$ cat src/rtl/tbtap_timer.sv
module tbtap_timer #(
  parameter bit          EXT_MODE = 1'b0,
  parameter logic [23:0] FIT_TAPS = {6'd21, 6'd17, 6'd13, 6'd9},
  parameter logic [23:0] WDG_TAPS = {6'd41, 6'd37, 6'd33, 6'd29}
) (
  input  logic        clk,
  input  logic        rst_n,
  input  logic [63:0] tb_val,
  input  logic        wr_en,
  input  logic        wr_sel,
  input  logic [31:0] wr_data,
  output logic [31:0] ctl_q,
  output logic [31:0] sts_q,
  output logic        fit_irq,
  output logic        wdg_irq
);
  localparam int TW    = 6;
  localparam int NT    = 2;
  localparam int FIS_B = 26;
  localparam int WIS_B = 30;
  localparam int FIE_B = 23;
  localparam int WIE_B = 27;

  logic [NT-1:0][1:0]    per;
  logic [NT-1:0][3:0]    ext;
  logic [NT-1:0][23:0]   tab;
  logic [NT-1:0][TW-1:0] tap_sel;
  logic [NT-1:0]         tap_bit;
  logic [NT-1:0]         evt;
  logic                  fis, wis;

  assign per = {ctl_q[31:30], ctl_q[25:24]};
  assign ext = {ctl_q[20:17], ctl_q[16:13]};
  assign tab = {WDG_TAPS, FIT_TAPS};

  for (genvar g = 0; g < NT; g++) begin : chan
    logic [TW-1:0] ext_pos, tab_pos, last_sel;
    logic          last_bit, armed;

    assign ext_pos    = 6'd63 - {ext[g], per[g]};
    assign tab_pos    = tab[g][per[g]*TW +: TW];
    assign tap_sel[g] = EXT_MODE ? ext_pos : tab_pos;
    assign tap_bit[g] = tb_val[tap_sel[g]];
    assign evt[g]     = armed && (last_sel == tap_sel[g]) && tap_bit[g] && !last_bit;

    always_ff @(posedge clk) begin
      if (!rst_n) begin
        last_sel <= '0;
        last_bit <= 1'b0;
        armed    <= 1'b0;
      end else begin
        last_sel <= tap_sel[g];
        last_bit <= tap_bit[g];
        armed    <= 1'b1;
      end
    end
  end

  wire sts_wr = wr_en && wr_sel;

  always_ff @(posedge clk) begin
    if (!rst_n) begin
      ctl_q <= '0;
      fis   <= 1'b0;
      wis   <= 1'b0;
    end else begin
      if (wr_en && !wr_sel) ctl_q <= wr_data;
      fis <= evt[0] || (fis && !(sts_wr && wr_data[FIS_B]));
      wis <= evt[1] || (wis && !(sts_wr && wr_data[WIS_B]));
    end
  end

  assign sts_q   = {1'b0, wis, 3'b000, fis, 26'd0};
  assign fit_irq = sts_q[FIS_B] && ctl_q[FIE_B];
  assign wdg_irq = sts_q[WIS_B] && ctl_q[WIE_B];
endmodule

$ cat config.mk
export PLATFORM = sky130hd
export DESIGN_NAME = tbtap_timer
export DESIGN_NICKNAME = d
export VERILOG_FILES = /design/src/rtl/tbtap_timer.sv
export SDC_FILE = /design/constraint.sdc
export NUM_CORES = 1
export LEC_CHECK = 0
export BUFFER_PORTS_ARGS = -buffer_cell sky130_fd_sc_hd__buf_2
export CAP_MARGIN = 15
export CORE_MARGIN = 2
export CORE_UTILIZATION = 38
export CTS_BUF_LIST = sky130_fd_sc_hd__clkbuf_4 sky130_fd_sc_hd__clkbuf_8 sky130_fd_sc_hd__clkbuf_16
export CTS_CLUSTER_SIZE = 10
export DETAILED_ROUTE_END_ITERATION = 16
export GPL_TIMING_DRIVEN = 0
export PLACE_DENSITY = 0.79
export SETUP_SLACK_MARGIN = 0.1
export SYNTH_ARGS = -nofsm -noshare
export SYNTH_HDL_FRONTEND = slang
export SYNTH_SLANG_ARGS = --single-unit
export TNS_END_PERCENT = 10
$ cat constraint.sdc
create_clock -name clk -period 2.55 [get_ports clk]
set_clock_uncertainty 0.1 [all_clocks]
set_input_delay 0.1275 -clock clk [delete_from_list [all_inputs] [get_ports clk]]
set_output_delay 0.1275 -clock clk [all_outputs]
set_load 0.01 [all_outputs]
## Word level (Yosys, flattened, before mapping)

Index checks and enable logic that the tools add are counted.

| word-level totals | value |
|---|---|
| memories kept | 0 |
| bits in registers | 49 |
| RAM bits | 0 |
| memory bits (read-only) | 0 |
| input port bits | 100 |
| output and inout port bits | 66 |
| bits in latches | 0 |

| operators by class | value |
|---|---|
| muxes and demuxes | 5 |
| reductions and logical operators | 21 |
| multiply operators | 2 |
| bitwise operators | 0 |
| shift operators | 2 |
| equality and inequality tests | 2 |
| div/mod/pow operators | 0 |
| $lt $le $gt $ge | 2 |
| add/sub/neg operators | 0 |

Operators with widths:

| operator | count |
|---|---|
| 24-bit by 6-bit variable part select with 6-bit output, first input constant | 2 |
| 1-bit logical AND | 14 |
| 6-bit by 7-bit less-than comparator with 1-bit output, second input constant | 2 |
| 1-bit binary-select mux with 6-bit select | 2 |
| 6-bit equality test | 2 |
| 2-bit by 2-bit multiplier with 4-bit output, second input constant | 2 |
| 1-bit zero test | 5 |
| 1-bit two-way mux | 3 |
| 1-bit logical OR | 2 |

## Depth between registers and ports, before layout

| depth | value |
|---|---|
| depth after elaboration | 7 |
| gate-level depth with buffers | 6 |
| depth with buffers taken out | 6 |

## Worst setup path after synthesis

OpenSTA, ideal clock, no wires.

| timing | value |
|---|---|
| kind | register to register |
| start point | register ctl_q[30] |
| end point | register wis |
| stages on the path, launching flop included | 6 |
| path buffers | 0 |
| arrival | 1.655 ns |
| data required time | 2.324 ns |
| slack | 0.670 ns |
| setup time | 0.126 ns |
| path through | dfxtp_1 -> inv_2 -> ha_1 -> mux4_2 -> o21ai_2 -> o31ai_2 |

| on the way | value |
|---|---|
| longest elaborated chain between the ends | 7 |

RTL lines:

| what | RTL line | RTL |
|---|---|---|
| from (decl) | 12 | `output logic [31:0] ctl_q,` |
| from (signal assigned) | 67 | `if (wr_en && !wr_sel) ctl_q <= wr_data;` |
| 2-bit by 2-bit multiplier with 4-bit output (*) | 41 | `assign tab_pos = tab[g][per[g]*TW +: TW];` |
| 24-bit by 6-bit variable part select with 6-bit output (*) | 41 |  |
| net chan[1].tab_pos[2] | 37 | `logic [TW-1:0] ext_pos, tab_pos, last_sel;` |
| 1-bit binary-select mux with 6-bit select or 6-bit equality test (tied branches) | 43, 44 |  |
| 1-bit two-way mux (not written as such) or 1-bit logical AND (tied branches) | 43, 44 |  |
| 1-bit logical AND (*) (2 in a row) | 44 | `assign evt[g] = armed && (last_sel == tap_sel[g]) && tap_bit[g] && !last_bit;` |
| 1-bit logical OR (*) | 69 | `wis <= evt[1] \|\| (wis && !(sts_wr && wr_data[WIS_B]));` |
| to (signal assigned) | 69 |  |
| to (decl) | 30 | `logic fis, wis;` |

Mark *: on every way through the listed nets, which the timed path passes. The rest lies on a longest branch. The select of a mux whose other input is x is not followed.
A chain may end at the register's enable or synchronous reset.

## Worst setup path in the final report

Same ends and word-level chain as after synthesis.

==> flow_summary_export.csv <==
group,metric,value,unit
timing,fin_crit,2.04,ns
logic_synthesis,ys.warnings.count,0,
placed_design,routabilityCongestion,0.752,
placed_design,post_dp_cell_area,2600,sq um
logic_synthesis,yosys_most_used_dff,"dfxtp_1",
clocking,clock_tree.root_cell,"clkbuf_8",
critical_path,critical_path.endpoint_type,"register",
final_layout,post-route-util,60.4,%
logic_synthesis,synth_area_per_cell,8.72,sq um
clocking,tritoncts_num_sinks,45,
logic_synthesis,synth_top_cell_by_area,"dfxtp_1",
floorplanning,io-pin-count,166,
floorplanning,rows,26,
hold_path,worst_min_path_class,"input pin to register",
logic_synthesis,synth_most_common_cell,"nand2_1",
final_layout,final-seq-area,901,sq um
global_route,grt.total_usage,17.2,%
route,route.vias.total,1901,
route,drtIter0Drc,76,
global_route,number_of_antenna_violations_at_the_first_check_in_global_routing,0,
power_and_ir_drop,power,1.66,mW
timing,timing.final.hold_violations,0,
global_route,largest_net_degree_at_the_start_of_global_routing,15,
clocking,cts_buffer_count,5,
logic_synthesis,syn-instance-count,229,
logic_synthesis,netlist_area,2000,sq um
final_layout,finalInstanceArea,3060,sq um
route,route.final.wire_length,5010,um
critical_path,timing.critical_path.fanout_max,6,
clocking,clkTransAtPathRegs,0.09,ns
route,avgRoutedWirePerCell,11.1,um
final_layout,diodes,0,
critical_path,critical_path.startpoint_type,"register",
placed_design,dp.final_hpwl,3270,um
timing,setup_viol_count_final,0,
clocking,cts_setup_buffers,0,
final_layout,fillCellCount,469,
floorplanning,initial_utilization,39.3,%
logic_synthesis,synth.distinct_cells,30,
timing,achievable-frequency,0.490,GHz
final_layout,multi_input_comb_area,896,sq um
critical_path,crit-reg2reg-launch,"ctl_q[30]",
global_route,grt-ovfl-total,0,
floorplanning,die_height,76.5,um
timing,pins_over_their_slew_limit,0,
clocking,post_cts_hold_buffer_count,33,
clocking,cts_buffer_depth,2,
route,route.antenna.remaining_nets,0,
floorplanning,die_width,76.5,um
logic_synthesis,asyncSetResetFlopFracSynth,0,%
critical_path,worst_ep_required_time,2.62,ns
power_and_ir_drop,largest_voltage_drop_on_the_vdd_net,299,uV
clocking,ctsResizeCount,0,
outcome,outcome,"complete, no violations",
route,vias_per_cell,4.22,
floorplanning,core_area,5070,sq um
logic_synthesis,netlist_top_cells_area,"dfxtp_1 45%, buf_4 13%, nand2_1 12%",
route,drc_errors,0,
logic_synthesis,synth_edf_count,0,
logic_synthesis,synth_seq_cells,45,
power_and_ir_drop,power.leakage,1.52,nW
floorplanning,die_footprint,5850,sq um
power_and_ir_drop,power_per_cell_area,541,nW/um^2
final_layout,area_growth_syn_to_layout,53.4,%
route,drt_first_pass_iters,4,
global_route,grt_first_pass_wirelength,8220,um
global_route,vias_in_the_first_global_route,1840,
logic_synthesis,synth_top_cells_by_count,"66 x nand2_1, 45 x dfxtp_1, 34 x buf_4",
clocking,worst_skew_pair.late_latency,0.29,ns
clocking,htreeDepth,2,
critical_path,critPathArrivalTime,2.11,ns
logic_synthesis,yosysSeqAreaShare,45.1,%
logic_synthesis,synth.top_cell.area_share,45.1,%
flow_run,drv.max_cap_violation_count,0,
placed_design,port-buffer-count,81,
critical_path,worst-setup-path-type,"register to register",
timing,rsz_0062_raised_after_global_routing,"false",
clocking,tritoncts_clock_tree,"yes",
timing,final.period_utilization,80.0,%
final_layout,fin_nets,480,
critical_path,crit_start,"ctl_q[30]",
timing,fin_tns_setup,0,ns
final_layout,post_route_cells_drive_above_1_share,35.0,%
hold_path,worst_hold_startpoint,"wr_sel",
==> worst max-delay path, stage by stage (launching register included) <==
cell and delay (ns):
dfxtp_1 0.49, inv_2 0.09, ha_1 0.43, mux4_2 0.55, o21ai_2 0.16, o31ai_2 0.09
==> cell usage in the layout, fill, tap and decap left out, types with 2 or more instances in the layout <==
master          n
a21boi_1       32
and2_1          6
buf_2          84
buf_4          34
bufinv_16       2
clkbuf_1        7
clkbuf_8        5
conb_1         30
dfxtp_1        45
dlygate4sd3_1  33
mux4_2          2
nand2_1        66
nand2b_1        3
nand3_1         5
nor2b_1         5
nor3_1          2
xor2_1          2
==> logic make-up after synthesis <==
group	synth area share, %
AO/OA/AOI/OAI	14.5
XOR/XNOR	1.32
adder cells (fa/ha/maj)	0.626
buffers and inverters	15.5
flip-flops	45.1
multiplexers	3.32
other	0.188
AND/OR/NAND/NOR	19.5
==> report_power, final <==
part           switching [mW]  total [mW]  leakage, nW  internal (mW)
sequential             0.0190       0.756        0.369          0.737
clock                   0.234       0.623       0.0681          0.389
combinational           0.126       0.279         1.08          0.154
==> state kept, by name (all words and copies together), names as in the netlist <==
register and cells:
chan.last_bit 2, wis 1, fis 1, ctl_q 32, chan.last_sel 8, chan.armed 1
==> worst paths after layout <==
kind / cells past startpoint / to / slack [ns]
worst max-delay path: 5 / wis / 0.51
worst min-delay path: 4 / fis / 0.13
worst max register to register: 5 / wis / 0.51
worst min register to register: 2 / ctl_q[19] / 0.35
==> final cells by class <==
cell class                 instances  share of cell area [%]
buffer                            45                    9.84
clock buffer                       5                    2.25
clock inverter                     3                    2.12
inverter                           2                   0.245
multi-input combinational        166                    29.2
sequential                        45                    29.4
tap                               70                    2.86
timing repair buffer             114                    24.0
==> through the flow <==
stage / instances / worst slack, ns / hold WS, ns
2_1_floorplan: 258 / 0.670 / 0.0552
3_3_place_gp: 409 / 0.578 / 0.259
3_5_place_dp: 409 / 0.538 / 0.261
4_1_cts: 450 / 0.517 / 0.118
5_1_grt: 450 / 0.405 / 0.129
6_report: 450 / 0.510 / 0.126
==> routing by layer <==
metal	global-route usage, %	part of all wire, %	wire length, um
met4	5.09	1.0	50
met3	6.40	8.4	420
met2	31.3	49	2450
met1	18.6	42	2080
met5	0	0	0
Power figures use the tool's default switching activity.
